File: config.mk
export PLATFORM = sky130hd
export DESIGN_NAME = dma_remap_unit
export DESIGN_NICKNAME = d
export VERILOG_FILES = /design/src/rtl/dma_remap_pkg.sv /design/src/rtl/dma_remap_table.sv /design/src/rtl/dma_remap_hold.sv /design/src/rtl/dma_remap_unit.sv
export SDC_FILE = /design/constraint.sdc
export NUM_CORES = 2
export LEC_CHECK = 0
export ABC_AREA = 1
export CELL_PAD_IN_SITES_DETAIL_PLACEMENT = 1
export CELL_PAD_IN_SITES_GLOBAL_PLACEMENT = 2
export CORE_ASPECT_RATIO = 0.9
export CORE_UTILIZATION = 34
export DETAILED_ROUTE_END_ITERATION = 7
export DONT_BUFFER_PORTS = 1
export HOLD_SLACK_MARGIN = 0.02
export PLACE_DENSITY_LB_ADDON = 0.1
export SYNTH_ARGS = -nofsm -noshare
export SYNTH_HDL_FRONTEND = slang
export SYNTH_SLANG_ARGS = --single-unit
File: constraint.sdc
create_clock -name clk -period 5.9 [get_ports clk]
set_clock_uncertainty 0.2 [all_clocks]
set_input_delay 1.77 -clock clk [delete_from_list [all_inputs] [get_ports clk]]
set_output_delay 1.77 -clock clk [all_outputs]
set_load 0.03 [all_outputs]
File: src/rtl/dma_remap_pkg.sv
package dma_remap_pkg;
  typedef enum logic [2:0] {
    ST_IDLE,
    ST_BUS_REQ,
    ST_BUS_WAIT,
    ST_RESP,
    ST_PF_REQ,
    ST_PF_WAIT
  } remap_state_e;
endpackage

File: src/rtl/dma_remap_table.sv
module dma_remap_table #(
  parameter int ENTRIES = 16,
  parameter int VPN_W   = 20,
  parameter int PPN_W   = 28,
  localparam int IDX_W  = $clog2(ENTRIES)
) (
  input  logic             clk,
  input  logic             rst_n,
  input  logic             wr_en,
  input  logic [IDX_W-1:0] wr_idx,
  input  logic [VPN_W-1:0] wr_vpn,
  input  logic [PPN_W-1:0] wr_ppn,
  input  logic             wr_valid,
  input  logic             wr_rd,
  input  logic             wr_wr,
  input  logic             wr_stream,
  input  logic [VPN_W-1:0] lk_vpn,
  output logic             lk_hit,
  output logic [PPN_W-1:0] lk_ppn,
  output logic             lk_rd,
  output logic             lk_wr,
  output logic             lk_stream,
  output logic             old_valid,
  output logic [VPN_W-1:0] old_vpn
);
  logic [ENTRIES-1:0] ent_vld, ent_rd, ent_wr, ent_str;
  logic [VPN_W-1:0]   ent_vpn [ENTRIES];
  logic [PPN_W-1:0]   ent_ppn [ENTRIES];
  logic [ENTRIES-1:0] match;

  always_ff @(posedge clk or negedge rst_n) begin
    if (!rst_n)     ent_vld <= '0;
    else if (wr_en) ent_vld[wr_idx] <= wr_valid;
  end

  always_ff @(posedge clk) begin
    if (wr_en) begin
      ent_vpn[wr_idx] <= wr_vpn;
      ent_ppn[wr_idx] <= wr_ppn;
      ent_rd[wr_idx]  <= wr_rd;
      ent_wr[wr_idx]  <= wr_wr;
      ent_str[wr_idx] <= wr_stream;
    end
  end

  genvar g;
  generate
    for (g = 0; g < ENTRIES; g++) begin : g_match
      assign match[g] = ent_vld[g] && (ent_vpn[g] == lk_vpn);
    end
  endgenerate

  // Scan from the top down so the lowest matching index is applied last.
  always_comb begin
    lk_hit    = 1'b0;
    lk_ppn    = '0;
    lk_rd     = 1'b0;
    lk_wr     = 1'b0;
    lk_stream = 1'b0;
    for (int i = ENTRIES - 1; i >= 0; i--) begin
      if (match[i]) begin
        lk_hit    = 1'b1;
        lk_ppn    = ent_ppn[i];
        lk_rd     = ent_rd[i];
        lk_wr     = ent_wr[i];
        lk_stream = ent_str[i];
      end
    end
  end

  assign old_valid = ent_vld[wr_idx];
  assign old_vpn   = ent_vpn[wr_idx];
endmodule

File: src/rtl/dma_remap_hold.sv
module dma_remap_hold #(
  parameter int LINE_W = 29,
  parameter int DATA_W = 64
) (
  input  logic              clk,
  input  logic              rst_n,
  input  logic              arm,
  input  logic [LINE_W-1:0] arm_line,
  input  logic              fill,
  input  logic [DATA_W-1:0] fill_data,
  input  logic              inv,
  output logic              hold_valid,
  output logic [LINE_W-1:0] hold_line,
  output logic [DATA_W-1:0] hold_data
);
  logic pend;

  always_ff @(posedge clk or negedge rst_n) begin
    if (!rst_n) begin
      hold_valid <= 1'b0;
      pend       <= 1'b0;
    end else if (inv) begin
      hold_valid <= 1'b0;
      pend       <= 1'b0;
    end else if (arm) begin
      hold_valid <= 1'b0;
      pend       <= 1'b1;
    end else if (fill && pend) begin
      hold_valid <= 1'b1;
      pend       <= 1'b0;
    end
  end

  always_ff @(posedge clk) begin
    if (arm)  hold_line <= arm_line;
    if (fill) hold_data <= fill_data;
  end
endmodule

File: src/rtl/dma_remap_unit.sv
module dma_remap_unit
  import dma_remap_pkg::*;
#(
  parameter int DEV_AW    = 32,
  parameter int SYS_AW    = 40,
  parameter int PAGE_BITS = 12,
  parameter int ENTRIES   = 16,
  parameter int DATA_W    = 64,
  localparam int IDX_W    = $clog2(ENTRIES),
  localparam int VPN_W    = DEV_AW - PAGE_BITS,
  localparam int PPN_W    = SYS_AW - PAGE_BITS
) (
  input  logic              clk,
  input  logic              rst_n,
  input  logic              cfg_we,
  input  logic [IDX_W-1:0]  cfg_idx,
  input  logic [VPN_W-1:0]  cfg_vpn,
  input  logic [PPN_W-1:0]  cfg_ppn,
  input  logic              cfg_valid,
  input  logic              cfg_rd_en,
  input  logic              cfg_wr_en,
  input  logic              cfg_stream,
  input  logic              dev_req_valid,
  output logic              dev_req_ready,
  input  logic              dev_req_write,
  input  logic [DEV_AW-1:0] dev_req_addr,
  input  logic [DATA_W-1:0] dev_req_wdata,
  output logic              dev_rsp_valid,
  input  logic              dev_rsp_ready,
  output logic              dev_rsp_err,
  output logic [DATA_W-1:0] dev_rsp_rdata,
  output logic              sys_req_valid,
  input  logic              sys_req_ready,
  output logic              sys_req_write,
  output logic [SYS_AW-1:0] sys_req_addr,
  output logic [DATA_W-1:0] sys_req_wdata,
  input  logic              sys_rsp_valid,
  input  logic [DATA_W-1:0] sys_rsp_rdata
);
  localparam int LINE_BITS = $clog2(DATA_W / 8);
  localparam int DLINE_W   = DEV_AW - LINE_BITS;
  localparam int SLOT_W    = PAGE_BITS - LINE_BITS;
  localparam logic [DLINE_W-1:0] LINE_ONE = DLINE_W'(1);
  localparam logic [SLOT_W-1:0]  SLOT_ONE = SLOT_W'(1);

  remap_state_e state;

  logic              lk_hit, lk_rd, lk_wr, lk_stream, old_vld;
  logic [PPN_W-1:0]  lk_ppn;
  logic [VPN_W-1:0]  old_vpn;
  logic              hold_valid;
  logic [DLINE_W-1:0] hold_line, track_line, req_line, pf_line;
  logic [DATA_W-1:0] hold_data, lat_data, lat_wdata;
  logic [SYS_AW-1:0] lat_addr, pf_addr;
  logic [PAGE_BITS-1:0] req_off;
  logic [SLOT_W-1:0] nxt_slot;
  logic [VPN_W-1:0]  track_vpn;
  logic lat_err, lat_write, pf_pend;
  logic acc, perm_ok, pf_ok, hold_hit, arm, fill, inv;

  dma_remap_table #(.ENTRIES(ENTRIES), .VPN_W(VPN_W), .PPN_W(PPN_W)) u_table (
    .clk(clk), .rst_n(rst_n),
    .wr_en(cfg_we), .wr_idx(cfg_idx), .wr_vpn(cfg_vpn), .wr_ppn(cfg_ppn),
    .wr_valid(cfg_valid), .wr_rd(cfg_rd_en), .wr_wr(cfg_wr_en), .wr_stream(cfg_stream),
    .lk_vpn(dev_req_addr[DEV_AW-1:PAGE_BITS]),
    .lk_hit(lk_hit), .lk_ppn(lk_ppn), .lk_rd(lk_rd), .lk_wr(lk_wr), .lk_stream(lk_stream),
    .old_valid(old_vld), .old_vpn(old_vpn)
  );

  dma_remap_hold #(.LINE_W(DLINE_W), .DATA_W(DATA_W)) u_hold (
    .clk(clk), .rst_n(rst_n),
    .arm(arm), .arm_line(pf_line),
    .fill(fill), .fill_data(sys_rsp_rdata),
    .inv(inv),
    .hold_valid(hold_valid), .hold_line(hold_line), .hold_data(hold_data)
  );

  assign req_line = dev_req_addr[DEV_AW-1:LINE_BITS];
  assign req_off  = dev_req_addr[PAGE_BITS-1:0];
  assign nxt_slot = req_off[PAGE_BITS-1:LINE_BITS] + SLOT_ONE;
  assign acc      = (state == ST_IDLE) && dev_req_valid;
  assign perm_ok  = dev_req_write ? lk_wr : lk_rd;
  assign pf_ok    = lk_stream && !(&req_off[PAGE_BITS-1:LINE_BITS]);
  assign hold_hit = hold_valid && (hold_line == req_line);

  assign arm  = (state == ST_RESP) && dev_rsp_ready && pf_pend;
  assign fill = (state == ST_PF_WAIT) && sys_rsp_valid;

  // Compare against the line about to be armed so a same-cycle table write is not lost.
  assign track_line = arm ? pf_line : hold_line;
  assign track_vpn  = track_line[DLINE_W-1:SLOT_W];
  assign inv = (cfg_we && ((old_vld && (old_vpn == track_vpn)) || (cfg_vpn == track_vpn)))
             || (acc && dev_req_write && (req_line == track_line));

  always_ff @(posedge clk or negedge rst_n) begin
    if (!rst_n) begin
      state     <= ST_IDLE;
      lat_err   <= 1'b0;
      lat_data  <= '0;
      lat_addr  <= '0;
      lat_write <= 1'b0;
      lat_wdata <= '0;
      pf_pend   <= 1'b0;
      pf_addr   <= '0;
      pf_line   <= '0;
    end else begin
      case (state)
        ST_IDLE: if (dev_req_valid) begin
          lat_write <= dev_req_write;
          lat_wdata <= dev_req_wdata;
          lat_addr  <= {lk_ppn, req_off};
          pf_addr   <= {lk_ppn, nxt_slot, {LINE_BITS{1'b0}}};
          pf_line   <= req_line + LINE_ONE;
          if (!lk_hit || !perm_ok) begin
            lat_err  <= 1'b1;
            lat_data <= '0;
            pf_pend  <= 1'b0;
            state    <= ST_RESP;
          end else if (hold_hit && !dev_req_write) begin
            lat_err  <= 1'b0;
            lat_data <= hold_data;
            pf_pend  <= pf_ok;
            state    <= ST_RESP;
          end else begin
            lat_err  <= 1'b0;
            lat_data <= '0;
            pf_pend  <= pf_ok && !dev_req_write;
            state    <= ST_BUS_REQ;
          end
        end
        ST_BUS_REQ:  if (sys_req_ready) state <= lat_write ? ST_RESP : ST_BUS_WAIT;
        ST_BUS_WAIT: if (sys_rsp_valid) begin
          lat_data <= sys_rsp_rdata;
          state    <= ST_RESP;
        end
        ST_RESP:     if (dev_rsp_ready) state <= pf_pend ? ST_PF_REQ : ST_IDLE;
        ST_PF_REQ:   if (sys_req_ready) state <= ST_PF_WAIT;
        ST_PF_WAIT:  if (sys_rsp_valid) state <= ST_IDLE;
        default:     state <= ST_IDLE;
      endcase
    end
  end

  assign dev_req_ready = (state == ST_IDLE);
  assign dev_rsp_valid = (state == ST_RESP);
  assign dev_rsp_err   = lat_err;
  assign dev_rsp_rdata = lat_data;
  assign sys_req_valid = (state == ST_BUS_REQ) || (state == ST_PF_REQ);
  assign sys_req_write = (state == ST_BUS_REQ) && lat_write;
  assign sys_req_addr  = (state == ST_PF_REQ) ? pf_addr : lat_addr;
  assign sys_req_wdata = lat_wdata;
endmodule

# Word-level counts from Yosys, hierarchy flattened
# Memories as Yosys holds them, arrays and structs flattened.
# Cells that the tools add are included.
# totals
regBits	399
mem_bits_rw	768
out_inout_bits	173
memories	2
# classes
add_sub_neg	2
magnitude_cmp	2
n_eq_ne	31
muxes	118
n_reduce_logical	46
# memory_table
memory	depth	width	rd	rd_ports_with_merged_regs	write_ports	line	source
u_table.ent_ppn	16	28	16	0	1	dma_remap_table.sv:28	logic [PPN_W-1:0] ent_ppn [ENTRIES];
u_table.ent_vpn	16	20	17	0	1	dma_remap_table.sv:27	logic [VPN_W-1:0] ent_vpn [ENTRIES];
# op_table
operator	count
2-to-1 mux 28 bit	16
== test 20 bit	18
2-to-1 mux 64 bit	4
case mux 64 bit (2 select lines)	1
2-to-1 mux 1 bit	79
bitwise mux 16 bit	4
== test 29 bit	2
2-to-1 mux 40 bit	1
logical AND 1 bit	31
adder 29 x 1 -> 29 bit (second input constant)	1
2-to-1 mux 29 bit	1
2-to-1 mux 3 bit	7
case mux 3 bit (6 select lines)	1
!= test 2 bit (second input constant)	5
adder 9 x 1 -> 9 bit (second input constant)	1
AND reduction 9 bit	1
== test 3 x 2 -> 1 bit (second input constant)	2
== test 3 bit (second input constant)	2
AND reduction 6 bit	1
less-than comparator 4 x 5 -> 1 bit (second input constant)	1
binary-select mux 1 bit (select 4 bit)	1
demux 1 bit (select 4 bit)	1
greater-or-equal comparator 4 x 1 -> 1 bit (second input constant)	1
logical NOT 1 bit	4
other kinds (9)	13

# Logic depth before layout (Yosys ltp)
# An unclocked memory read counts as a cell.
# logic_depth
ltp_word	25
ltp_mapped	31
ltp_nobuf	29

# Modules after synthesis
# A second synthesis with hierarchy kept.
# unflattened
hier_cells	5045
area_unflattened_um2	51719.6
# by_module_without_submodules
module	n_inst	cells_per_inst	area_each_um2	seq_area_each_um2
dma_remap_table	1	3386	37564.8	24903.9
dma_remap_unit	1	1554	11269.6	5079.9
dma_remap_hold	1	105	2885.3	2842.7

# Worst setup path after synthesis
# No wires, ideal clock.
# synth_timing
path_kind	input-to-reg
startpoint	input cfg_idx[0]
endpoint	memory u_table.ent_ppn[13][0] (enable)
setup_time_ps	462
arrival_ps	5082
t_required_ps	5238
setup_slack_ps	155
cell_stages	7
cell_sequence	clkbuf_1 inv_1 nor2_1 buf_2 buf_1 nand2_1 nor2_1
# synth_rtl
item	line	source
start: declaration	dma_remap_unit.sv:16	input logic [IDX_W-1:0] cfg_idx,
end: declaration	dma_remap_table.sv:28	
# No word-level cell before the write port.

# Worst setup path after layout
# layout_timing
startpoint	register state[2]
endpoint	output sys_req_addr[5]
# layout_via
elab_chain_cells	2
# layout_rtl
item	line	source
start: declaration	dma_remap_unit.sv:46	remap_state_e state;
start signal: assignment	dma_remap_unit.sv:131	ST_BUS_REQ: if (sys_req_ready) state <= lat_write ? ST_RESP : ST_BUS_WAIT;
start signal: assignment	dma_remap_unit.sv:136	ST_RESP: if (dev_rsp_ready) state <= pf_pend ? ST_PF_REQ : ST_IDLE;
== test 3 bit	dma_remap_unit.sv:150	assign sys_req_addr = (state == ST_PF_REQ) ? pf_addr : lat_addr;
2-to-1 mux 40 bit	dma_remap_unit.sv:150	
end: declaration	dma_remap_unit.sv:35	output logic [SYS_AW-1:0] sys_req_addr,
# Every way passes these cells.

==> results.txt <==
The flow ran to the end, and the final reports show no timing, DRC or antenna violations. The most used flip-flop cell after synthesis is sky130_fd_sc_hd__edfxtp_1. The pin count of the biggest net entering global routing came out at 222.

The horizontal die dimension came out at 409 um. Counting along the longest clock path gives a buffer depth of 3. The total number of clock tree sinks came out at 1130. The final global-route overflow total is 0.

The H-tree depth is 4. The post-DP HPWL came out at 141 mm. By area the synthesized netlist is led by sky130_fd_sc_hd__edfxtp_1 (52%), sky130_fd_sc_hd__dfrtp_1 (11%), sky130_fd_sc_hd__nand2_1 (9.0%). The vertical extent of the die came out at 369 um. Leaving out fill and tap cells, the most frequent cell in the layout is sky130_fd_sc_hd__nand2_1. The fill cell total of the finished layout came out at 16300. The total standard cell area after synthesis is 50800 um^2. The number of flops mapped to enable cells by yosys came out at 880. The first-pass GRT wire length came out at 290 mm. The clock insertion delay at the later pin of the skew report is 780 ps. In the synthesized netlist the async set-or-reset flop fraction comes to 0.196. In this run the core area contains 134 standard-cell rows. The clock root buffer is sky130_fd_sc_hd__clkbuf_16. In this run the post-CTS setup repair buffer count came out at 0.

The final net count came out at 5101. The count of antenna-violating nets left after detailed routing is 0. The number of design rule violations left after detail routing came out at 0. The total inserted antenna cells is 0. The largest stage delay on the critical path is 550 ps. TritonCTS built the clock tree. The net count after synthesis is 5115. The tightest min-delay check is of the flop to flop type.

The worst vdd rail ir drop came out at 0.310 mV. The via count normalized by instance count came out at 5.51. In this run the tool buffered the top-level ports with 0 buffer cells. The starting DRC count in detailed routing is 3180. STA puts the critical path data arrival time at 2990 ps.

The congestion estimate from routability-driven global placement came to 0.903. The ratio of final minimum period to clock period came out at 0.840. Headroom to the max-slew limit came out at 0.148. The largest fanout on the critical path is 17. At the pin with the least slew margin, the transition time is 1270 ps. Clock-pin slew was measured on the worst setup and hold paths at 60 ps. The startpoint class of the critical path is a flop.

In this run, post-CTS repair resized a total of 0 instances. The register-to-register setup slack came out at 1520 ps. The area used by multi-input combinational logic is 15800 um^2. For the final routed database, the setup TNS stands at 0 ps.

The number of synthesis warnings is 0. The overall power after layout came out at 21.4 mW. In this run, post-CTS hold repair placed 0 buffers.

The final critical delay including setup and external delays is 4960 ps. The number of global-route vias before repair came to 38500. The kind of cell with the highest combined delay along the critical path is buffers and inverters.

The sequential cell area in the final layout is 32500 um^2. In the final layout, the share of cells above drive strength 1 is 0.101. The count of endpoints failing hold in the final timing report came out at 0.

For this run, the total global-route usage over all layers was measured as 0.265. The routed via count came out at 38300. The total iterations of the first detailed-routing run came out at 5. The area enclosed by the die boundary came out at 151000 um^2.

The synthesized netlist contains 58 unique library cells. Summed over all cells, the static leakage comes to 22.3 nW. After the flow finishes, the layout carries non-filler instances totaling 6950. The number of max-slew violations in the final report is 0.

On the critical path, the stage with the largest delay is an instance of sky130_fd_sc_hd__nor2_1. Setup repair after global routing left no endpoint under its margin. The effective utilization at floorplan came out at 0.343. Synthesis produced 4889 cells. The synthesized design contains 1130 register bits. The reported max-cap violation count came out at 0. The number of antenna violations at the first check in global routing came out at 3. The worst setup path is captured at an output pin. Traced cell by cell, the critical path runs through inv_1 -> nor2_1 -> inv_1 -> o21ai_0 -> buf_4.

The library cells used most frequently in the layout, excluding fill and tap cells, are sky130_fd_sc_hd__nand2_1 (1219), sky130_fd_sc_hd__edfxtp_1 (880), sky130_fd_sc_hd__nor2_1 (540). The top-area cell type share of the netlist area is 0.520. Dividing the detail-routed wire length by the instance count gives 29.2 um. The total placed cells including tap cells came out at 6713. The maximum clock rate is 202 MHz.

Summed over all instances, the cell type with the most area after synthesis is sky130_fd_sc_hd__edfxtp_1. The average cell area after synthesis came out at 10.4 um^2. The data required time of the critical path is 3930 ps. The class of the most critical setup path is flop to output pin. The routed design has 203 mm of wire.

The buffers plus inverters on the worst setup path is 3. The core region area came out at 148000 um^2. The number of buffers added by the clock tree synthesis step came out at 132. The proportion of synthesized chip area in sequential cells is 0.641.

The area growth from synthesis to layout is 13.3%. Setup violations remaining at the end of the flow were counted as 0. In this run the count of I/O pins placed on the die edge is 397. The total power divided by cell area came out at 372 nW/um^2. By instance count, the cell type seen most on the critical path is sky130_fd_sc_hd__inv_1.
[metrics by stage]
| stage | setup WS [ps] | utilization | hold slack (ps) | area [um^2] |
|---|---|---|---|---|
| 2_1_floorplan | 155 | - | 244 | 50800 |
| 3_3_place_gp | 501 | 0.361 | 267 | 53400 |
| 3_5_place_dp | 505 | 0.361 | 262 | 53400 |
| 4_1_cts | 774 | 0.388 | 277 | 57500 |
| 5_1_grt | 644 | 0.388 | 301 | 57500 |
| 6_report | 944 | 0.388 | 272 | 57500 |
[where the power goes]
part	internal (mW)	total [mW]	leakage (nW)	switching, mW
sequential	9.38	10.8	10.9	1.46
combinational	0.814	2.61	9.38	1.80
clock	4.52	7.97	1.99	3.45
[worst paths after layout]
path / startpoint / end / cells past startpoint
worst min register to register: pf_line[19]$_DFFE_PN0P_ / pf_line[19]$_DFFE_PN0P_ / 2
min in group asynchronous: rst_n / lat_addr[4]$_DFFE_PN0P_ / 0
worst max-delay path: state[2]$_DFFE_PN0P_ / sys_req_addr[5] / 5
worst max register to register: state[2]$_DFFE_PN0P_ / u_hold.hold_valid$_DFFE_PN0P_ / 12
max in group asynchronous: rst_n / lat_addr[18]$_DFFE_PN0P_ / 0
worst min-delay path: pf_line[19]$_DFFE_PN0P_ / pf_line[19]$_DFFE_PN0P_ / 2
[layer usage]
| layer | vias up | part of all wire | GRT usage |
|---|---|---|---|
| met5 | - | 0.000064 | 0 |
| met4 | 2 | 0.025 | 0.0720 |
| met3 | 265 | 0.077 | 0.0645 |
| met2 | 1353 | 0.44 | 0.398 |
| met1 | 19800 | 0.46 | 0.379 |
| li1 | 16900 | - | - |
[registers in the layout, indices dropped and copies added, names as in the netlist, 3 cells and up]
name and count:
u_table.ent_wr 16, lat_addr 40, u_hold.hold_data 64, u_table.ent_ppn 448, sys_req_wdata 64, u_hold.hold_line 29
u_table.ent_vld 16, pf_line 29, u_table.ent_vpn 320, dev_rsp_rdata 64, u_table.ent_str 16, u_table.ent_rd 16
state 3
[layout make-up]
type / instances / share of cell area
multi-input cells: 3159 / 0.274
flip-flops and latches: 1130 / 0.566
clock inverters: 49 / 0.00655
inverters: 290 / 0.0190
well taps: 1972 / 0.0429
clock buffers: 188 / 0.0645
repair buffers: 162 / 0.0275
[tightest hold or removal path, stage by stage (launching register included)]
cell	delay, ps
sky130_fd_sc_hd__dfrtp_1	340
sky130_fd_sc_hd__nand2_1	50
sky130_fd_sc_hd__nand2_1	50
[logic make-up after synthesis]
kind of cell,count (synthesis),share of synthesized area
simple gates,2049,0.162
flops,1130,0.641
compound gates,963,0.119
buf+inv,600,0.0528
xor+xnor,145,0.0250
fa+ha+maj,2,0.000493
[synth_stat cells, drive strengths merged (43+ instances only)]
master	n
o221ai	71
buf	145
a21oi	277
nor2	564
xor2	80
edfxtp	880
o21ai	292
a221oi	53
a22oi	43
xnor2	65
o22ai	112
nand3	62
nor3	93
inv	288
clkbuf	165
nand2	1264
dfrtp	221
Power figures use the tool's default switching activity.
